--- src/rtl/pacc_pkg.sv ---
package pacc_pkg;

    localparam int DATA_W   = 8;
    localparam int ADDR_W   = 2;
    localparam int WRAP_BIT = 5;
    localparam int TRIG_BIT = 4;
    localparam int CTRL_W   = 3;

    typedef enum logic [ADDR_W-1:0] {
        SEL_CTRL  = 2'd0,
        SEL_ACCUM = 2'd1,
        SEL_FLAGS = 2'd2,
        SEL_MASK  = 2'd3
    } reg_sel_e;

    typedef struct packed {
        logic invert;
        logic gated;
        logic enable;
    } ctrl_t;

    typedef struct packed {
        logic wrap;
        logic trig;
    } flag_t;

    function automatic flag_t bits_to_flags(input logic [DATA_W-1:0] d);
        flag_t f;
        f.wrap = d[WRAP_BIT];
        f.trig = d[TRIG_BIT];
        return f;
    endfunction

    function automatic logic [DATA_W-1:0] flags_to_bits(input flag_t f);
        logic [DATA_W-1:0] d;
        d           = '0;
        d[WRAP_BIT] = f.wrap;
        d[TRIG_BIT] = f.trig;
        return d;
    endfunction

endpackage

--- src/rtl/pacc_input.sv ---
module pacc_input #(
    parameter int STAGES = 2
) (
    input  logic clk,
    input  logic rst,
    input  logic din,
    input  logic invert,
    output logic active,
    output logic lead,
    output logic trail
);
    logic [STAGES-1:0] chain;
    logic              active_q;

    generate
        if (STAGES == 1) begin : g_single
            always_ff @(posedge clk) begin
                if (rst) chain <= '0;
                else     chain <= din;
            end
        end else begin : g_multi
            always_ff @(posedge clk) begin
                if (rst) chain <= '0;
                else     chain <= {chain[STAGES-2:0], din};
            end
        end
    endgenerate

    assign active = chain[STAGES-1] ^ invert;

    always_ff @(posedge clk) begin
        if (rst) active_q <= 1'b0;
        else     active_q <= active;
    end

    assign lead  = active & ~active_q;
    assign trail = ~active & active_q;

endmodule

--- src/rtl/pacc_prescale.sv ---
module pacc_prescale #(
    parameter int PRE_W = 6
) (
    input  logic clk,
    input  logic rst,
    input  logic run,
    output logic tick
);
    logic [PRE_W-1:0] phase;

    always_ff @(posedge clk) begin
        if (rst || !run) phase <= '0;
        else             phase <= phase + 1'b1;
    end

    assign tick = run && (phase == {PRE_W{1'b1}});

endmodule

--- src/rtl/pacc_core.sv ---
module pacc_core
    import pacc_pkg::*;
(
    input  logic              clk,
    input  logic              rst,
    input  logic              inc,
    input  logic              acc_wr,
    input  logic [DATA_W-1:0] acc_wdata,
    input  logic              trig_set,
    input  flag_t             clr,
    output logic [DATA_W-1:0] accum,
    output flag_t             flags
);
    logic  wrap_now;
    flag_t flags_n;

    assign wrap_now = inc && !acc_wr && (accum == {DATA_W{1'b1}});

    always_ff @(posedge clk) begin
        if (acc_wr)   accum <= acc_wdata;
        else if (inc) accum <= accum + 1'b1;
    end

    always_comb begin
        flags_n.wrap = wrap_now | (flags.wrap & ~clr.wrap);
        flags_n.trig = trig_set | (flags.trig & ~clr.trig);
    end

    always_ff @(posedge clk) begin
        if (rst) flags <= '0;
        else     flags <= flags_n;
    end

endmodule

--- src/rtl/pulse_acc.sv ---
module pulse_acc
    import pacc_pkg::*;
#(
    parameter int SYNC_STAGES = 2,
    parameter int PRE_W       = 6
) (
    input  logic              clk,
    input  logic              rst,
    input  logic              bus_wr,
    input  logic [ADDR_W-1:0] bus_addr,
    input  logic [DATA_W-1:0] bus_wdata,
    output logic [DATA_W-1:0] bus_rdata,
    input  logic              pulse_in,
    output logic              irq
);
    ctrl_t             ctrl_q;
    flag_t             mask_q;
    flag_t             flags;
    flag_t             clr;
    logic [DATA_W-1:0] accum;
    logic              active, lead, trail, tick;
    logic              inc, trig_set;
    logic              wr_ctrl, wr_accum, wr_flags, wr_mask;
    reg_sel_e          sel;

    assign sel      = reg_sel_e'(bus_addr);
    assign wr_ctrl  = bus_wr && (sel == SEL_CTRL);
    assign wr_accum = bus_wr && (sel == SEL_ACCUM);
    assign wr_flags = bus_wr && (sel == SEL_FLAGS);
    assign wr_mask  = bus_wr && (sel == SEL_MASK);

    always_ff @(posedge clk) begin
        if (rst) begin
            ctrl_q <= '0;
            mask_q <= '0;
        end else begin
            if (wr_ctrl) ctrl_q <= ctrl_t'(bus_wdata[CTRL_W-1:0]);
            if (wr_mask) mask_q <= bits_to_flags(bus_wdata);
        end
    end

    pacc_input #(.STAGES(SYNC_STAGES)) u_input (
        .clk    (clk),
        .rst    (rst),
        .din    (pulse_in),
        .invert (ctrl_q.invert),
        .active (active),
        .lead   (lead),
        .trail  (trail)
    );

    pacc_prescale #(.PRE_W(PRE_W)) u_prescale (
        .clk  (clk),
        .rst  (rst),
        .run  (ctrl_q.enable && ctrl_q.gated && active),
        .tick (tick)
    );

    always_comb begin
        inc      = 1'b0;
        trig_set = 1'b0;
        if (ctrl_q.enable) begin
            if (ctrl_q.gated) begin
                inc      = tick;
                trig_set = trail;
            end else begin
                inc      = lead;
                trig_set = lead;
            end
        end
    end

    assign clr = wr_flags ? bits_to_flags(bus_wdata) : flag_t'('0);

    pacc_core u_core (
        .clk       (clk),
        .rst       (rst),
        .inc       (inc),
        .acc_wr    (wr_accum),
        .acc_wdata (bus_wdata),
        .trig_set  (trig_set),
        .clr       (clr),
        .accum     (accum),
        .flags     (flags)
    );

    always_comb begin
        unique case (sel)
            SEL_CTRL:  bus_rdata = {{(DATA_W-CTRL_W){1'b0}}, ctrl_q};
            SEL_ACCUM: bus_rdata = accum;
            SEL_FLAGS: bus_rdata = flags_to_bits(flags);
            SEL_MASK:  bus_rdata = flags_to_bits(mask_q);
            default:   bus_rdata = '0;
        endcase
    end

    assign irq = (flags.wrap & mask_q.wrap) | (flags.trig & mask_q.trig);

endmodule

--- config.mk ---
export PLATFORM = sky130hd
export DESIGN_NAME = pulse_acc
export DESIGN_NICKNAME = d
export VERILOG_FILES = /design/src/rtl/pacc_pkg.sv /design/src/rtl/pacc_input.sv /design/src/rtl/pacc_prescale.sv /design/src/rtl/pacc_core.sv /design/src/rtl/pulse_acc.sv
export SDC_FILE = /design/constraint.sdc
export NUM_CORES = 1
export LEC_CHECK = 0
export ABC_AREA = 1
export CAP_MARGIN = 40
export CELL_PAD_IN_SITES_DETAIL_PLACEMENT = 1
export CELL_PAD_IN_SITES_GLOBAL_PLACEMENT = 2
export CORE_UTILIZATION = 34
export CTS_BUF_LIST = sky130_fd_sc_hd__clkbuf_8
export CTS_CLUSTER_DIAMETER = 60
export DETAILED_ROUTE_END_ITERATION = 10
export DONT_BUFFER_PORTS = 1
export PLACE_DENSITY = 0.74
export RECOVER_POWER = 50
export REMOVE_ABC_BUFFERS = 1
export SLEW_MARGIN = 5
export SYNTH_ARGS = -nofsm -noshare
export SYNTH_HDL_FRONTEND = slang
export SYNTH_SLANG_ARGS = --single-unit
--- constraint.sdc ---
create_clock -name clk -period 1.6 [get_ports clk]
set_clock_uncertainty 0.2 [all_clocks]
set_input_delay 0.48 -clock clk [delete_from_list [all_inputs] [get_ports clk]]
set_output_delay 0.48 -clock clk [all_outputs]
set_load 0.02 [all_outputs]
# Word-level counts from Yosys, hierarchy flattened
# Index checks and enable logic that the tools add are counted.
# totals
mem_bits_rw	0
output_inout_bits	9
latchBits	0
rom_bits	0
mem_count	0
regBits	24
word_cells	54
# op_classes
shift	0
n_mux	8
n_addsub	2
n_reduce_logical	14
magnitude_cmp	0
div	0
n_bitwise	14
eq_ne	5
multipliers	0
# ops
operator	n
$pmux W8 S4	1
$mux W8	2
$logic_and A1 B1 Y1	9
$add A8 B1 Y8 const B	1
$eq A8 B8 Y1 const B	1
$add A6 B1 Y6 const B	1
$and A1 B1 Y1	6
$eq A6 B6 Y1 const B	1
$eq A2 B2 Y1 const B	2
$mux W1	4
$not A1 Y1	4
$or A1 B1 Y1	3
$eq A2 B1 Y1 const B	1
$logic_not A1 Y1	2
$logic_not A2 Y1	1
$mux W2	1
$reduce_bool A2 Y1	1
$logic_or A1 B1 Y1	1
$xor A1 B1 Y1	1

# Longest topological paths before layout
# Gate-level depths: netlist of the first run.
# logic_depth
depth_word	8
mapped_depth	7
ltp_nobuf	7

# Cells and area by module
# Synthesis of the first run repeated with hierarchy kept, for this count alone.
# hier_totals
cells_unflattened	199
hier_area_um2	1408.9
# modules_own_cells
mod	seq_area_each_um2	area_each_um2	cells_each	instances
pacc_core	280.3	579.3	69	1
pulse_acc	100.1	440.4	77	1
pacc_prescale	120.1	264.0	34	1
pacc_input	60.1	125.1	19	1

# Least setup slack after synthesis of the first run
# No wires, ideal clock.
# synth_timing
path_type	input -> output
startpoint	input port bus_addr[1]
endpoint	output port bus_rdata[0]
arrival_ns	1.348
path_stages	4
required_time_ns	0.920
n_path_buf	1
slack_ns	-0.428
path_cell_list	clkbuf_8 -> nor2_1 -> inv_1 -> o21ai_0
# synth_via
elab_chain_cells	2
elab_cells_between_ends	5
# synth_rtl
element	line	rtl
start, declared	pulse_acc.sv:10	input logic [ADDR_W-1:0] bus_addr,
$eq A2 B2 Y1, or another cell as far along	pulse_acc.sv:88	unique case (sel)
$pmux W8 S4 (*)	pulse_acc.sv:88	
end, declared	pulse_acc.sv:12	output logic [DATA_W-1:0] bus_rdata,
# Every way passes the cells marked *; elsewhere a longest branch is shown, timed or not.

# Worst setup path in the final report of the first run
# layout_timing
startpoint	register u_core.accum[0]
endpoint	output port bus_rdata[0]
# layout_via
elab_chain_cells	1
# layout_rtl
element	line	rtl
start, declared	pacc_core.sv:11	output logic [DATA_W-1:0] accum,
start signal, assigned	pacc_core.sv:20	if (acc_wr) accum <= acc_wdata;
start signal, assigned	pacc_core.sv:21	else if (inc) accum <= accum + 1'b1;
$pmux W8 S4	pulse_acc.sv:88	
# Every way passes these cells.

==> key figures, run 1 <==
Status
  • Status: finished with violations
  • Violated checks: setup timing

STA
  • Final hold violation count: 0
  • Setup Viol. Count Final: 8
  • Final WS setup: -0.07137 ns
  • Final Slew Violations: 0
  • Setup tns final: -0.2925 ns
  • Fin crit share: 104.5%
  • Final min period: 1.671 ns
  • Slew Limit Headroom: between 70 and 80%
  • Worst-Margin Slew: 0.3434 ns
  • Fmax: 598.3 MHz
  • RSZ-0062 raised after global routing: yes

Placed design
  • Detailed placer's ending HPWL: about 2.4 mm
  • RD Place Congestion: 0.7805
  • Cells after DPL: 217
  • Post-place setup slack: -0.2048 ns
  • IO Port Bufs: 0

Die
  • Area of the die: 4063 um2
  • Initial core utilization: 35.41%
  • # IOs: 23
  • Placeable core area: 3661 um2
  • Die H: 63.75 um
  • Std-Cell Rows: 22
  • Die Width: about 64 um

Global routing
  • Vias in the first global route: 1,197
  • Initial antenna violation count: 0
  • Global-route wire length before repair: 5.375 mm
  • GRT overflow: 0
  • GRT Total Usage: 17.12%
  • Largest net degree at the start of global routing: 14

Critical path
  • CP Max Fanout: 2
  • Crit start category: register
  • CP required: 0.92 ns
  • Setup CP Type: register to primary output
  • CP Data Arrival Time: around 1 ns
  • CP Capture Type: primary output
  • R2r setup slk: -0.01 ns

Synthesis
  • Synth Cell Area: 1296 um2
  • Yosys cell types: 28
  • Xor/xnor share of the synthesized area: 3.378%
  • Asr flop ratio synth: 0%
  • Main synth FF type: dfxtp_1
  • Post-synthesis average cell area: 8.152 um2
  • Mux contribution to synthesized area: 0%
  • Synth Area in Compound Gates: 11.10%
  • Adder-Cell Fraction of Synth Area: 1.931%
  • YS warnings: 0
  • Synth Register Bits: 24
  • Largest family of logic cells by synthesized area: simple AND/OR/NAND/NOR gates
  • Sequential fraction of the synthesis area: about 43%
  • Post-Synthesis Cells: 159
  • Synth Area in Simple Gates: 31.95%
  • Post-synth EDFFs: 8

Layout
  • Area growth from synthesis to layout: 36.97%
  • Post-route insts no fill: 237
  • Layout cells sized above 1: 45.50%
  • Most frequent cells in the layout: nand2_1 (25), buf_4 (23), nand3_1 (14), nand2_2 (12)
  • # fillers: 445
  • Commonest non-fill, non-tap cell in the layout: nand2_1
  • Nets: 206
  • N_diodes: 0

Clock tree
  • Clock sink count: 24
  • Clock Pin Slew Worst Setup and Hold Paths: 0.08 ns
  • CTS Buffer Depth: 2
  • CTS tree: done
  • Clock latency on the worst-skew pair: 0.27 ns
  • H-Tree Depth: 1
  • CTS root buffer: clkbuf_8
  • Cts-stage hold buffer count: 0
  • TritonCTS buffer count: 3

Power and ir drop
  • Power per Cell Area: 678.1 nW/um2
  • Largest vdd supply drop: about 0.33 mV
  • Leakage power: ~0.00072 uW

Routing
  • Post-DRT Antenna Nets: 0
  • Detailed Route WL: 3.298 mm
  • Avg WL per Cell: between 10 and 15 um
  • Count of TritonRoute iterations in the first routing pass: 4
  • DRC: 0
  • Via/cell ratio: ~4.9
  • DRT iter0 DRCs: 29
  • Routed vias: 1,164

Hold path
  • Hold Crit Class: input pin to register

Run
  • Max-cap viol count: 0
==> path summary, 6_finish.rpt <==
kind | start | depth (start not counted) | end
max reg2reg | u_core.accum[0] | 6 | u_core.accum[5]
max | u_core.accum[0] | 3 | bus_rdata[0]
min | rst | 1 | ctrl_q[1]
min reg2reg | u_input.chain[0] | 2 | u_input.chain[1]
==> cell usage after synthesis (all sizes together) (3+ instances only) <==
cell / number / area share (%)
nor2: 20 / 7.0
edfxtp: 8 / 19
dfxtp: 16 / 25
nand3: 19 / 7.7
a21oi: 7 / 2.7
o21ai: 10 / 5.3
xor2: 3 / 2.0
inv: 18 / 5.4
nand2: 39 / 14
nand4: 4 / 1.9
==> power breakdown <==
part	leakage, uW	internal, uW	switching [uW]
combinational	0.000484	82.2	97.1
clock	0.0000269	172	189
sequential	0.000207	652	12.0
==> area by class of cell <==
cell class | count | area, um2 | share of cell area [%]
clock inverter | 1 | 3.754 | 0.2114
sequential | 24 | 569.3 | 32.06
timing repair buffer | 29 | 249.0 | 14.02
inverter | 18 | 82.58 | 4.651
tap | 48 | 60.06 | 3.383
multi-input combinational | 114 | 769.5 | 43.34
clock buffer | 3 | 41.29 | 2.326
==> state kept, by name (all words and copies together) (netlist names) <==
name and flops:
u_core.accum 8, u_input.chain 2, u_input.active_q 1, mask_q 2
ctrl_q 3, u_prescale.phase 6, u_core.flags 2
==> critical path, cell delays in order (launching register included) <==
cell and delay, ns:
edfxtp_1 0.43, nand2_1 0.08, o21ai_1 0.06, buf_4 0.15
==> routing by layer <==
layer,vias to the layer above,global-route usage (%),wire length [um]
li1,589,-,-
met4,0,5.966,43
met2,13,33.11,1898
met1,558,18.35,1278
met5,-,0,0
met3,4,2.857,77
==> logic make-up after synthesis <==
family          Yosys count
compound gates           22
fa+ha+maj                 2
xor+xnor                  5
buf+inv                  21
flops                    24
simple gates             85
==> what timing repair did <==
| item | in CTS | in global routing |
|---|---|---|
| gates resized for setup | 31 | 30 |
| buffers inserted | 12 | 4 |
| pin swaps | 10 | 8 |
| endpoints found under the setup margin | 16 | 23 |
==> per-stage QoR <==
stage	utilization (%)	instance area [um2]	hold slack (ns)	total power, uW
floorplan	-	1257	0.1883	765.2
global placement	39.00	1428	0.1951	803.6
detailed placement	39.00	1428	0.1997	809.1
CTS	44.98	1647	0.05760	1199
global route	48.50	1775	0.04921	1263
finish	48.50	1775	0.06430	1204
Note: power is estimated with default switching activity, not from simulation.
==> run 2, diff against run 1 <==
--- a/config.mk
+++ b/config.mk
@@ -14,7 +14,7 @@
 export CTS_CLUSTER_DIAMETER = 60
 export DETAILED_ROUTE_END_ITERATION = 10
 export DONT_BUFFER_PORTS = 1
-export PLACE_DENSITY = 0.74
+export PLACE_DENSITY_LB_ADDON = 0.05
 export RECOVER_POWER = 50
 export REMOVE_ABC_BUFFERS = 1
 export SLEW_MARGIN = 5
==> key figures, run 2 (synthesis results as in run 1) <==
Hold path
  • Hold Crit Class: input pin to register
  • WHS Path Cells: 1
  • Min-delay src: rst
  • Worst Hold Path EP: mask_q[0]

Placed design
  • Cells after DPL: ~220
  • Post-place setup slack: -0.1057 ns
  • RD Place Congestion: 0.6916
  • Detailed placer's ending HPWL: around 2.4 mm
  • IO Port Bufs: 0

Layout
  • Area of the multi-input gates: 755.7 um2
  • Top Registers: u_core.accum x8, u_prescale.phase x6, ctrl_q x3
  • N_diodes: 0
  • # fillers: 439
  • Most frequent cells in the layout: buf_4 (26), nand2_1 (24), nor2_1 (13), nand2_2 (12), nand3_1 (12)
  • Register area: roughly 570 um2
  • Commonest non-fill, non-tap cell in the layout: buf_4
  • Post-route insts no fill: 240
  • Layout cells sized above 1: roughly 48%
  • Max reg flops: 8
  • Reg with most FFs: u_core.accum
  • Area growth from synthesis to layout: 40.25%
  • Nets: 209

Status
  • Status: finished with violations
  • Violated checks: setup timing

Critical path
  • R2R Path Start: u_core.accum[4]
  • CP Max Fanout: 7
  • Register-to-Register Path Depth: 8
  • R2r setup slk: approximately 0.040 ns
  • CP required: 0.92 ns
  • Crit start category: input pin
  • Setup CP Type: input pin to primary output
  • CP Capture Type: primary output
  • CP Data Arrival Time: about 0.97 ns
  • R2R Path End: u_core.flags[1]

Routing
  • Count of TritonRoute iterations in the first routing pass: 3
  • Avg WL per Cell: 13.65 um
  • DRC: 0
  • Post-DRT Antenna Nets: 0
  • Metal-1 WL: 1.346 mm
  • Routed vias: 1,166
  • Detailed Route WL: 3.277 mm
  • DRT iter0 DRCs: 15
  • Via/cell ratio: 4.858
  • Met3 wire length: just under 90 um
  • DR WL met2: ~1.8 mm
  • Highest metal used: met4

STA
  • Final WS setup: -0.05035 ns
  • Worst-Margin Slew: approximately 0.21 ns
  • Slew Limit Headroom: a little under nine tenths
  • Final min period: 1.650 ns
  • Final Slew Violations: 0
  • Setup Viol. Count Final: 6
  • RSZ-0062 raised after global routing: yes
  • Fin crit share: 103.1%
  • Fmax: 605.9 MHz
  • Final hold violation count: 0

Clock tree
  • Clock latency on the worst-skew pair: 0.27 ns
  • CTS tree: done
  • Clock sink count: 24
  • CTS Buffer Depth: 2
  • CTS root buffer: clkbuf_8
  • TritonCTS buffer count: 3
  • H-Tree Depth: 1
  • Cts-stage hold buffer count: 0
  • Clock Pin Slew Worst Setup and Hold Paths: ~0.09 ns

Global routing
  • GRT Total Usage: between 15 and 20%
  • Largest net degree at the start of global routing: 15
  • Vias in the first global route: between 1,000 and 1,500
  • Initial antenna violation count: 0
  • GRT overflow: 0
  • Global-route wire length before repair: 5.506 mm

Die
  • Placeable core area: 3661 um2
  • Die Width: 63.75 um
  • Area of the die: 4063 um2
  • Std-Cell Rows: 22
  • Initial core utilization: a little over a third
  • Die H: around 64 um
  • # IOs: 23

Power and ir drop
  • Largest vdd supply drop: 0.4688 mV
  • Leakage power: around 0.00075 uW
  • Power per Cell Area: 758.5 nW/um2

Run
  • Max-cap viol count: 0
[run 2: cell count changes in the layout (fill, tap and decap cells not counted), sizes merged]
cell and delta:
buf +3, bufinv +1, inv -1
[run 2: timing repair]
item                                    4_1_cts  5_1_grt
gates resized for setup                      27       33
gates cloned                                  0        0
endpoints found under the setup margin       17       20
pin swaps                                     7       17
buffers inserted                             11        6
[run 2: layout make-up]
| class | instances | share of cell area, % |
|---|---|---|
| well taps | 48 | 3.304 |
| clock inverters | 1 | 1.652 |
| clock buffers | 3 | 2.271 |
| flip-flops and latches | 24 | 31.59 |
| inverters | 18 | 4.680 |
| multi-input cells | 114 | 41.57 |
| repair buffers | 32 | 14.93 |
[run 2: worst max-delay path by stage]
| stage | depth (start not counted) | slack (ns) | to | start |
|---|---|---|---|---|
| final | 5 | -0.05 | bus_rdata[6] | bus_addr[0] |
| after global routing | 3 | -0.09 | bus_rdata[6] | u_core.accum[6] |
| after CTS | 3 | -0.08 | bus_rdata[2] | u_core.accum[2] |
| after detailed placement | 5 | -0.11 | bus_rdata[6] | bus_addr[0] |
| after global placement | 5 | -0.08 | bus_rdata[0] | bus_addr[0] |
| after floorplan | 3 | -0.28 | bus_rdata[0] | bus_addr[0] |
[run 2: worst max-delay path: stages]
cell	delay (ns)
inv_12	0.02
nor2_8	0.16
inv_4	0.08
nor2_2	0.10
buf_6	0.12
[run 2: per-layer routing]
| layer | up-vias | global-route usage, % |
|---|---|---|
| met5 | - | 0 |
| li1 | 592 | - |
| met2 | 12 | 31.65 |
| met4 | 0 | 5.966 |
| met3 | 4 | 3.036 |
| met1 | 558 | 20.18 |
[run 2: power breakdown]
part	total [uW]	internal, uW	switching [uW]
combinational	177	83.0	94.3
clock	538	335	204
sequential	663	651	12.2
total	1380	1070	310
[run 2: stage by stage]
stage                     cell area [um2]  hold slack (ns)  setup TNS, ns  total power [uW]  util [%]
after CTS                            1677          0.04997        -0.4676              1383     45.80
final                                1818          0.05945        -0.2702              1379     49.66
after floorplan                      1257           0.1883        -0.8943             765.2         -
after global routing                 1818          0.03989        -0.6851              1442     49.66
after global placement               1443           0.1933        -0.8267             806.5     39.41
after detailed placement             1443           0.1985         -1.234             810.1     39.41
